### config.mk
export PLATFORM = sky130hd
export DESIGN_NAME = chan_ratio_divider
export DESIGN_NICKNAME = d
export VERILOG_FILES = /design/src/rtl/pdiv_pkg.sv /design/src/rtl/pdiv_ratio_map.sv /design/src/rtl/pdiv_count_path.sv /design/src/rtl/pdiv_ctrl_fsm.sv /design/src/rtl/chan_ratio_divider.sv
export SDC_FILE = /design/constraint.sdc
export NUM_CORES = 1
export LEC_CHECK = 0
export BUFFER_PORTS_ARGS = -buffer_cell sky130_fd_sc_hd__buf_2
export CELL_PAD_IN_SITES_DETAIL_PLACEMENT = 0
export CELL_PAD_IN_SITES_GLOBAL_PLACEMENT = 1
export CORE_MARGIN = 8
export CORE_UTILIZATION = 42
export CTS_CLUSTER_DIAMETER = 200
export CTS_CLUSTER_SIZE = 8
export DETAILED_ROUTE_END_ITERATION = 10
export PLACE_DENSITY = 0.83
export RECOVER_POWER = 50
export SYNTH_ARGS = -nofsm -noshare
export SYNTH_HDL_FRONTEND = slang
export SYNTH_SLANG_ARGS = --single-unit
### constraint.sdc
create_clock -name clk_vco -period 3.4 [get_ports clk_vco]
set_input_delay 0.17 -clock clk_vco [delete_from_list [all_inputs] [get_ports clk_vco]]
set_output_delay 0.17 -clock clk_vco [all_outputs]
set_load 0.02 [all_outputs]
### src/rtl/pdiv_pkg.sv
package pdiv_pkg;

    // Controller states of the ratio divider
    typedef enum logic [1:0] {
        ST_ARM   = 2'd0,
        ST_COUNT = 2'd1,
        ST_TERM  = 2'd2
    } div_state_t;

endpackage

### src/rtl/pdiv_ratio_map.sv
// Turns the raw code into the effective division ratio.
// Codes 0 and 1 are lifted to 2 and 3 by setting bit 1; all other codes pass unchanged.
module pdiv_ratio_map #(
    parameter int CODE_W = 9
) (
    input  logic [CODE_W-1:0] code_i,
    output logic [CODE_W-1:0] ratio_o
);

    logic upper_zero;

    assign upper_zero = ~|code_i[CODE_W-1:1];
    assign ratio_o[0] = code_i[0];
    assign ratio_o[1] = code_i[1] | upper_zero;

    generate
        for (genvar b = 2; b < CODE_W; b++) begin : g_pass
            assign ratio_o[b] = code_i[b];
        end
    endgenerate

endmodule

### src/rtl/pdiv_count_path.sv
// Loadable down-counter that holds the position within the current period.
module pdiv_count_path #(
    parameter int CODE_W = 9
) (
    input  logic              clk,
    input  logic              rst_n,
    input  logic              load_i,
    input  logic              dec_i,
    input  logic [CODE_W-1:0] load_val_i,
    output logic              at_two_o
);

    localparam logic [CODE_W-1:0] CNT_TWO = CODE_W'(2);

    logic [CODE_W-1:0] cnt_q;

    always_ff @(posedge clk or negedge rst_n) begin
        if (!rst_n) begin
            cnt_q <= '0;
        end else if (load_i) begin
            cnt_q <= load_val_i;
        end else if (dec_i) begin
            cnt_q <= cnt_q - 1'b1;
        end
    end

    assign at_two_o = (cnt_q == CNT_TWO);

    // the value taken at a reload is the ratio presented on that edge
    p_reload_value_r6: assert property (@(posedge clk) disable iff (!rst_n)
        $past(load_i) && $past(rst_n) |-> cnt_q == $past(load_val_i));

    // a decrement never starts below 2, so the count cannot wrap
    p_no_underflow_r2: assert property (@(posedge clk) disable iff (!rst_n)
        dec_i |-> cnt_q > CODE_W'(1));

endmodule

### src/rtl/pdiv_ctrl_fsm.sv
// Sequences arming, counting and the terminal (pulse) cycle.
module pdiv_ctrl_fsm
    import pdiv_pkg::*;
(
    input  logic clk,
    input  logic rst_n,
    input  logic at_two_i,
    output logic load_o,
    output logic dec_o,
    output logic pulse_o
);

    div_state_t state_q;
    div_state_t state_d;

    always_ff @(posedge clk or negedge rst_n) begin
        if (!rst_n) begin
            state_q <= ST_ARM;
        end else begin
            state_q <= state_d;
        end
    end

    always_comb begin
        state_d = state_q;
        unique case (state_q)
            ST_ARM:   state_d = ST_COUNT;
            ST_COUNT: state_d = at_two_i ? ST_TERM : ST_COUNT;
            ST_TERM:  state_d = ST_COUNT;
            default:  state_d = ST_ARM;
        endcase
    end

    always_comb begin
        load_o  = 1'b0;
        dec_o   = 1'b0;
        pulse_o = 1'b0;
        unique case (state_q)
            ST_ARM:   load_o = 1'b1;
            ST_COUNT: dec_o  = 1'b1;
            ST_TERM: begin
                load_o  = 1'b1;
                pulse_o = 1'b1;
            end
            default: ;
        endcase
    end

    // the terminal state lasts one cycle and hands back to counting
    p_term_single_r5: assert property (@(posedge clk) disable iff (!rst_n)
        state_q == ST_TERM |=> state_q == ST_COUNT);

    // the controller never returns to arming while out of reset
    p_no_rearm_r1: assert property (@(posedge clk) disable iff (!rst_n)
        state_q != ST_ARM |=> state_q != ST_ARM);

endmodule

### src/rtl/chan_ratio_divider.sv
// Programmable divide-by-N counter for a synthesizer feedback path.
module chan_ratio_divider #(
    parameter int CODE_W = 9
) (
    input  logic              clk_vco,
    input  logic              rst_n,
    input  logic [CODE_W-1:0] ratio_code,
    output logic              div_pulse
);

    logic [CODE_W-1:0] ratio_eff;
    logic              load_en;
    logic              dec_en;
    logic              at_two;

    pdiv_ratio_map #(.CODE_W(CODE_W)) u_map (
        .code_i  (ratio_code),
        .ratio_o (ratio_eff)
    );

    pdiv_count_path #(.CODE_W(CODE_W)) u_cnt (
        .clk        (clk_vco),
        .rst_n      (rst_n),
        .load_i     (load_en),
        .dec_i      (dec_en),
        .load_val_i (ratio_eff),
        .at_two_o   (at_two)
    );

    pdiv_ctrl_fsm u_fsm (
        .clk      (clk_vco),
        .rst_n    (rst_n),
        .at_two_i (at_two),
        .load_o   (load_en),
        .dec_o    (dec_en),
        .pulse_o  (div_pulse)
    );

    // every code maps to a ratio of at least 2
    p_ratio_floor_r3: assert property (@(posedge clk_vco) disable iff (!rst_n)
        ratio_eff >= CODE_W'(2));

    // the mapping keeps parity, so code 1 yields an odd ratio
    p_ratio_parity_r4: assert property (@(posedge clk_vco) disable iff (!rst_n)
        ratio_eff[0] == ratio_code[0]);

    // a pulse is never followed directly by another pulse
    p_pulse_narrow_r5: assert property (@(posedge clk_vco) disable iff (!rst_n)
        div_pulse |=> !div_pulse);

endmodule

==> results of run 1 <==
==> layer usage <==
layer  vias up  global-route usage (%)
li1        273                       -
met1       266                   12.78
met2        14                   13.94
met3         5                   3.653
met4         0                   4.225
met5         -                       0
==> sequential cells by signal, summed over array words and instances, names as in the netlist <==
register	flops
u_fsm.state_q	2
u_cnt.cnt_q	9
==> cell families (layout without fill, tap and decap cells) <==
group	count (synthesis)	in the layout
compound gates	15	15
simple gates	28	28
buf+inv	7	20
flops	11	11
fa+ha+maj	2	2
xor+xnor	3	3
mux	2	2
==> power by group <==
part | internal, mW | switching (mW) | total [mW]
clock | 0.0436 | 0.0499 | 0.0935
combinational | 0.123 | 0.0960 | 0.219
sequential | 0.189 | 0.0798 | 0.269
==> final timing paths <==
| check | startpoint | end | cells after the start |
|---|---|---|---|
| worst max-delay path | u_cnt.cnt_q[0] | u_cnt.cnt_q[6] | 5 |
| worst min-delay path | ratio_code[0] | u_cnt.cnt_q[0] | 2 |
| worst max register to register | u_cnt.cnt_q[0] | u_cnt.cnt_q[6] | 5 |
| worst min register to register | u_cnt.cnt_q[8] | u_fsm.state_q[1] | 1 |
| max in group asynchronous | rst_n | u_cnt.cnt_q[6] | 2 |
| min in group asynchronous | rst_n | u_fsm.state_q[0] | 2 |
==> synthesized netlist by cell type, drive strengths merged (2+ instances only) <==
master / count / area [sq um]
dfrtp: 11 / 275.3
nor2: 9 / 33.78
a21oi: 4 / 20.02
a31oi: 4 / 25.02
inv: 4 / 15.01
nand2: 4 / 15.01
nor4: 4 / 25.02
nor4b: 3 / 32.53
o21ai: 3 / 15.01
xnor2: 3 / 26.28
a211o: 2 / 17.52
buf: 2 / 15.01
ha: 2 / 25.02
mux2: 2 / 22.52
or4: 2 / 22.52
==> layout make-up <==
cell class	instances	area share, %
inverters	4	2.034
flip-flops and latches	11	37.29
well taps	16	2.712
clock inverters	1	0.6780
clock buffers	3	3.051
repair buffers	12	8.644
multi-input cells	50	45.59
==> per-stage QoR <==
step / instances / power (mW) / hold WS (ns)
2_1_floorplan: 68 / 0.4326 / -0.1256
3_3_place_gp: 92 / 0.4812 / 0.05394
3_5_place_dp: 92 / 0.4900 / 0.05198
4_1_cts: 97 / 0.5826 / 0.1346
5_1_grt: 97 / 0.6364 / 0.1255
6_report: 97 / 0.5813 / 0.1274
==> reports/metrics.yaml, run 1 <==
status:
  status: "complete, no violations"
grt:
  grt_pass1_wl_mm: 2.539
  grt_overflow: 0
  antenna_found_initial: 0
  grt_pass1_vias: 551
  grt_max_degree: 21
  grtUsageTotal_pct: 9.810
synthesis:
  synth_fp_nets: 81
  synth.cell_area_sq_um: 645.6
  synth_edf_count: 0
  syn_inst: 68
  ys_async_sr_fraction_pct: 100.0
  synth_flop_cell: "dfrtp_1"
  muxShareOfSynthArea_pct: 3.488
  synth_top_family_by_area: "simple AND/OR/NAND/NOR gates"
  synth_fa_ha_area_share_pct: 3.876
  synth_xor_area_share_pct: 4.070
  ys_seq_area_share_pct: 42.64
  synth_compound_area_share_pct: 14.34
  ys_seq_elements: 11
  yosysUniqueCellTypes: 26
  synth_warnings: 0
  syn_avg_cell_area_sq_um: 9.494
  synthSimpleGateAreaFrac_pct: 26.36
drt:
  routed_wirelength_mm: 1.410
  vias: 558
  ant_nets: 0
  wl_per_cell_um: 14.54
  routed-wl-met2_um: 621
  drt_iter0_markers: 16
  route.detailed.drc: 0
  highest_layer: "met4"
  wl_met1_um: 690
  drt-vias-per-instance: 5.753
  wl_met3_um: 69
  first_pass_iters: 4
cts:
  cts_resized: 0
  clockRootBuffer: "clkbuf_4"
  ctsHoldBuffers: 1
  cts_tree: "built"
  clkTransAtPathRegs_ns: 0.08
  htreeDepth: 1
  cts_buffers: 3
  clkLatencyLatePin_ns: 0.27
  cts_setup_buffers: 0
  clkSinkCount: 11
  cts_max_path_buffers: 2
floorplan:
  fp.coreArea_sq_um: 1471
  fp.dieW_um: 55.21
  start_util_pct: 43.88
  core.rowCount: 14
  die_h_um: 55.21
  ios: 12
  die_area_sq_um: 3048
timing:
  timing.final.crit_period_ns: 1.631
  finalHoldViolCount: 0
  slew_violations: 0
  setup_tns_ns: 0
  fin_crit_sh_pct: 47.98
  fin_ws_ns: 1.769
  relSlewSlack_pct: 59.67
  fmax_ghz: 0.6131
  tightest_slew_ns: 0.6049
  grt_setup_unrepaired: "false"
  clock_skew_ns: 0.0002381
  setup_violations: 0
critical_path:
  startpoint_type: "flip-flop"
  endpoint_kind: "flip-flop"
  cp.required_ns: 3.56
  worst-path-buf-inv: 1
  path_cells: "inv_1 > ha_1 > nor4b_2 > a21oi_1 > a211o_1"
  crit_fanout: 4
  crit_type: "reg2reg"
  ff2ff_setup_slack_ns: 1.77
  cp.arrival_ns: 1.79
  cp_slowest_cell: "dfrtp_1"
  crit_family: "flip-flops"
  slowest_delay_ns: 0.43
placed_design:
  numPortBuffers: 11
  post_dp_cell_area_sq_um: 701.9
  dp_hpwl_mm: 1.087
  pre_cts_ws_ns: 1.773
  gp_congestion: 0.8371
layout:
  diodes: 0
  layout_common_cells: "11 x dfrtp_1, 10 x buf_2, 9 x nor2_1"
  final_common_cell: "dfrtp_1"
  regArea_sq_um: 275.3
  fin_area_sq_um: 738.2
  fin_nets: 95
  multi_input_area_sq_um: 336.6
  area_growth_pct: 14.34
  layout.core_utilization_pct: 50.17
  fillers: 154
  drive_gt1_share_pct: 23.46
job:
  drv_cap: 0
power:
  powerDensity_nw_per_um2: 787.5
  worst_ir_drop_vdd_mv: 0.4829
  leakage_nw: 0.3261
hold_path:
  hold_path_class: "in2reg"
(Power assumes the default switching activity.)
==> run 2: changes to the inputs <==
Settings changed: CORE_UTILIZATION 42 to 39, PLACE_DENSITY 0.83 to 0.78.
Clock period 3.4 ns to 1.6 ns, I/O delays scaled along.
==> run 2 against run 1 <==
  * Worst setup slack lost 1.7 ns
  * Clock skew grew 0.0012 ns
  * Largest power group is now combinational cells
  * Sequential cell count is the same
  * Core utilization grew 3.6 points
  * First-iteration DRC count shrank 44%
  * Wire length grew 13%
  * Non-clock buffer count grew 9
==> reports/metrics.yaml, run 2 (synthesized netlist as in run 1, its figures left out) <==
critical_path:
  crit_fanout: 5  # +1
  startpoint_type: "flip-flop"
  cp_slowest_cell: "or4_4"
  worst-path-buf-inv: 0  # -1
  slowest_delay_ns: 0.57  # +0.14 ns
  cp.required_ns: 1.80  # -1.76 ns
  path_cells: "or4_4 > or3_1 > a31oi_1"
  crit_family: "simple AND/OR/NAND/NOR gates"
  cp.arrival_ns: 1.76  # -0.03 ns
  crit_type: "reg2reg"
  endpoint_kind: "flip-flop"
drt:
  ant_nets: 0  # unchanged
  drt-vias-per-instance: 5.632  # -2.1%
  wl_per_cell_um: 15.09  # +3.8%
  routed_wirelength_mm: 1.600  # +13%
  vias: 597  # +7.0%
  route.detailed.drc: 0  # unchanged
  first_pass_iters: 4  # unchanged
  drt_iter0_markers: 9  # -7
floorplan:
  die_h_um: 56.69  # +2.7%
  fp.coreArea_sq_um: 1524  # +3.6%
  fp.dieW_um: 56.69  # +2.7%
  ios: 12  # unchanged
  core.rowCount: 14  # unchanged
  die_area_sq_um: 3213  # +5.4%
  start_util_pct: 42.36  # -1.5 points
cts:
  htreeDepth: 1  # unchanged
  clkLatencyLatePin_ns: 0.27  # about the same
  cts_max_path_buffers: 2  # unchanged
  cts_tree: "built"
  cts_buffers: 3  # unchanged
  clockRootBuffer: "clkbuf_4"
  clkTransAtPathRegs_ns: 0.08  # about the same
  clkSinkCount: 11  # unchanged
timing:
  fin_crit_sh_pct: 97.62  # +50 points
  clock_skew_ns: 0.001470  # +0.001231 ns
  tightest_slew_ns: 0.6241  # +0.01920 ns
  timing.final.crit_period_ns: 1.562  # -0.06932 ns
  finalHoldViolCount: 0  # unchanged
  setup_violations: 0  # unchanged
  slew_violations: 0  # unchanged
  fin_ws_ns: 0.03814  # -1.731 ns
  fmax_ghz: 0.6403  # +4.4%
  relSlewSlack_pct: 58.39  # -1.3 points
hold_path:
  hold_path_class: "in2reg"
layout:
  area_growth_pct: 26.94
  regMostFlops: "u_cnt.cnt_q"
  diodes: 0  # unchanged
  fillers: 149  # -3.2%
  fin_nets: 104  # +9.5%
  top_regs: "u_cnt.cnt_q: 9 flops, u_fsm.state_q: 2 flops"
  layout_common_cells: "11 x dfrtp_1, 10 x buf_2, 9 x nor2_1, 9 x buf_4"
  drive_gt1_share_pct: 31.11  # +7.7 points
  largest_reg_flops: 9  # unchanged
  final_common_cell: "dfrtp_1"
  layout.core_utilization_pct: 53.78  # +3.6 points
grt:
  met1_usage_pct: 12.37  # -0.41 points
  grt_max_degree: 15  # -29%
  grt_pass1_wl_mm: 2.725  # +7.3%
  grt_pass1_vias: 617  # +12%
  antenna_found_initial: 0  # unchanged
  grtUsageMet2_pct: 16.30  # +2.4 points
  busiest_layer: "met2"
  grt_overflow: 0  # unchanged
  grtUsageTotal_pct: 10.52  # +0.71 points
  grt.met3_usage_pct: 4.494  # +0.84 points
power:
  powerDensity_nw_per_um2: 1726  # +120%
  leakage_nw: 0.3711  # +14%
  worst_ir_drop_vdd_mv: 0.6828  # +41%
  power_mw: 1.415  # +140%
placed_design:
  dp_hpwl_mm: 1.180  # +8.6%
  pre_cts_ws_ns: 0.03713  # -1.736 ns
  gp_congestion: 0.7514  # -10%
  numPortBuffers: 11  # unchanged
job:
  drv_cap: 0  # unchanged
status:
  status: "complete, no violations"
run 2: through the flow:
step	hold WS [ns]	std cells	TNS [ns]	cell area, sq um
detailed placement	-0.03168	100	0	762.0
CTS	0.03208	105	0	798.3
global route	0.02069	106	-0.02024	819.5
finish	0.03324	106	0	819.5
global placement	-0.03401	100	0	762.0
floorplan	-0.2156	68	0	645.6
run 2: repair_timing:
item / CTS / global route
gates resized for setup: 0 / 2
setup buffers: 0 / 1
hold buffers: 1 / 0
hold endpoints to repair: 11 / 0
setup endpoints to repair: 0 / 4
run 2: final timing paths:
check	startpoint	to	slack (ns)	cells after the start
worst max-delay path	u_cnt.cnt_q[6]	u_cnt.cnt_q[7]	0.04	3
worst min-delay path	ratio_code[0]	u_cnt.cnt_q[0]	0.03	2
worst max register to register	u_cnt.cnt_q[6]	u_cnt.cnt_q[7]	0.04	3
worst min register to register	u_cnt.cnt_q[8]	u_fsm.state_q[1]	0.52	1
max in group asynchronous	rst_n	u_cnt.cnt_q[1]	0.87	2
min in group asynchronous	rst_n	u_cnt.cnt_q[7]	0.33	2
run 2: layer usage:
layer / share of wire (%) / up-vias
li1: - / 293
met1: 47 / 285
met2: 48 / 19
met3: 5.3 / 0
met4: 0 / 0
met5: 0 / -
run 2: where the power goes:
group	internal [mW]	leakage (nW)	switching (mW)	total [mW]
Clock	0.0965	0.0150	0.103	0.200
Combinational	0.384	0.227	0.333	0.718
Sequential	0.401	0.129	0.0957	0.497
Total	0.882	0.371	0.532	1.41
run 2: final cells by class:
type | instances | area (sq um) | share of cell area (%)
Clock buffer | 4 | 26.28 | 3.206
Multi-Input combinational cell | 50 | 351.6 | 42.90
Timing Repair Buffer | 21 | 131.4 | 16.03
Tap cell | 16 | 20.02 | 2.443
Sequential cell | 11 | 275.3 | 33.59
Inverter | 4 | 15.01 | 1.832
==> run 3: changes to the inputs <==
Settings changed: CORE_MARGIN 8 to 3.
==> run 3 against run 2 <==
  * Worst setup slack better by 0.00075 ns
  * Highest routed layer unchanged
  * Clock skew hardly changed
  * Sequential power is 1% lower
  * Largest cell class unchanged
==> reports/metrics.yaml, run 3 (synthesized netlist as in run 1, its figures left out) <==
drt:
  routed_wirelength_mm: 1.442  # -9.9%
  ant_nets: 0  # unchanged
  wl_per_cell_um: 13.35  # -12%
  drt-vias-per-instance: 5.407  # -4.0%
  drt_iter0_markers: 16  # +7
  route.detailed.drc: 0  # unchanged
  first_pass_iters: 4  # unchanged
  vias: 584  # -2.2%
cts:
  cts_max_path_buffers: 2  # unchanged
  cts_tree: "built"
  clockRootBuffer: "clkbuf_4"
  clkTransAtPathRegs_ns: 0.08  # about the same
  cts_buffers: 3  # unchanged
  clkSinkCount: 11  # unchanged
  htreeDepth: 1  # unchanged
  clkLatencyLatePin_ns: 0.27  # about the same
layout:
  largest_reg_flops: 9  # unchanged
  drive_gt1_share_pct: 32.61  # +1.5 points
  layout_common_cells: "11 x dfrtp_1, 10 x buf_2, 10 x buf_4"
  fin_area_sq_um: 847.1  # +3.4%
  regMostFlops: "u_cnt.cnt_q"
  diodes: 0  # unchanged
  area_growth_pct: 31.20
  fin_nets: 106  # +1.9%
  fillers: 146  # -2.0%
  top_regs: "u_cnt.cnt_q: 9 flops, u_fsm.state_q: 2 flops"
  final_common_cell: "dfrtp_1"
critical_path:
  cp.arrival_ns: 1.76  # about the same
  endpoint_kind: "flip-flop"
  path_cells: "or4_4 > or3_1 > a31oi_1"
  crit_type: "reg2reg"
  crit_fanout: 5  # unchanged
  cp_slowest_cell: "or4_4"
  crit_family: "simple AND/OR/NAND/NOR gates"
  worst-path-buf-inv: 0  # unchanged
  cp.required_ns: 1.80  # about the same
  startpoint_type: "flip-flop"
  slowest_delay_ns: 0.57  # about the same
timing:
  fin_hold_ws_ns: 0.04026  # +0.007021 ns
  relSlewSlack_pct: 59.19  # +0.80 points
  timing.final.crit_period_ns: 1.561  # -0.0007499 ns
  fin_crit_sh_pct: 97.57  # about the same
  grt_setup_unrepaired: "true"
  finalHoldViolCount: 0  # unchanged
  setup_violations: 0  # unchanged
  clock_skew_ns: 0.001879  # +0.0004095 ns
  fmax_ghz: 0.6406  # about the same
  tightest_slew_ns: 0.6122  # -0.01196 ns
  slew_violations: 0  # unchanged
  fin_ws_ns: 0.03889  # +0.0007499 ns
hold_path:
  hold_path_class: "in2reg"
placed_design:
  gp_congestion: 0.8125  # +8.1%
  pre_cts_ws_ns: 0.03485  # -0.002287 ns
  dp_hpwl_mm: 1.103  # -6.6%
  numPortBuffers: 11  # unchanged
  post_dp_cell_area_sq_um: 789.5  # +3.6%
grt:
  grt_pass1_vias: 524  # -15%
  grt_max_degree: 13  # -2
  antenna_found_initial: 0  # unchanged
  grt_overflow: 0  # unchanged
  grtUsageTotal_pct: 15.06  # +4.5 points
  grt_pass1_wl_mm: 2.256  # -17%
job:
  drv_cap: 0  # unchanged
floorplan:
  ios: 12  # unchanged
  core.rowCount: 14  # unchanged
  fp.dieW_um: 46.69  # -18%
  start_util_pct: 42.36  # unchanged
  die_h_um: 46.69  # -18%
  fp.coreArea_sq_um: 1524  # unchanged
  die_area_sq_um: 2179  # -32%
power:
  powerDensity_nw_per_um2: 1697  # -1.7%
  leakage_nw: 0.3834  # +3.3%
  worst_ir_drop_vdd_mv: 0.8630  # +26%
status:
  status: "complete, no violations"
## run 3: changes by cell type in the layout (fill, tap and decap cells not counted)
cell / change
buf_4: +1
buf_12: +1
## run 3: per-layer routing
| layer | up-vias | wire length [um] | GRT usage [%] |
|---|---|---|---|
| met1 | 271 | 720 | 21.60 |
| met5 | - | 0 | 0 |
| li1 | 296 | - | - |
| met4 | 0 | 0 | 6.630 |
| met2 | 17 | 639 | 21.15 |
| met3 | 0 | 83 | 3.516 |
## run 3: per-stage QoR
| step | instances | setup TNS, ns | utilization (%) | power (mW) |
|---|---|---|---|---|
| global route | 108 | -0.03226 | 55.58 | 1.555 |
| finish | 108 | 0 | 55.58 | 1.437 |
| floorplan | 68 | 0 | - | 0.9192 |
| CTS | 107 | 0 | 54.19 | 1.390 |
| detailed placement | 102 | 0 | 51.81 | 1.187 |
| global placement | 102 | 0 | 51.81 | 1.176 |
## run 3: final timing paths
path,cells past startpoint,slack (ns),start,endpoint
setup / recovery,3,0.04,u_cnt.cnt_q[6],u_cnt.cnt_q[7]
hold / removal,2,0.04,ratio_code[0],u_cnt.cnt_q[0]
setup reg to reg,3,0.04,u_cnt.cnt_q[6],u_cnt.cnt_q[7]
hold reg to reg,1,0.50,u_cnt.cnt_q[8],u_fsm.state_q[1]
max in group asynchronous,2,0.88,rst_n,u_fsm.state_q[0]
min in group asynchronous,2,0.33,rst_n,u_cnt.cnt_q[7]
## run 3: report_power, final
group / internal (mW) / leakage, nW / switching, mW
clock: 0.0964 / 0.0150 / 0.103
sequential: 0.401 / 0.129 / 0.0884
combinational: 0.416 / 0.240 / 0.333
## run 3: cell type report
type | instances | area [sq um] | area share [%]
clock buffer | 4 | 26.28 | 3.102
inverter | 4 | 15.01 | 1.773
multi-input combinational | 50 | 351.6 | 41.51
sequential | 11 | 275.3 | 32.50
tap | 16 | 20.02 | 2.363
timing repair buffer | 23 | 158.9 | 18.76
## run 3: worst register-to-register path: cells and delay by family (launching register included)
| family | cells | cell delay (ns) |
|---|---|---|
| AND/OR/NAND/NOR | 2 | 0.93 |
| AO/OA/AOI/OAI | 1 | 0.16 |
| flip-flops | 1 | 0.40 |
## run 3: timing repair
item                       CTS  global route
buffers inserted             0             1
resized for setup            0             2
setup endpoints to repair    0             4
hold endpoints to repair    11             0
hold buffers                 1             0
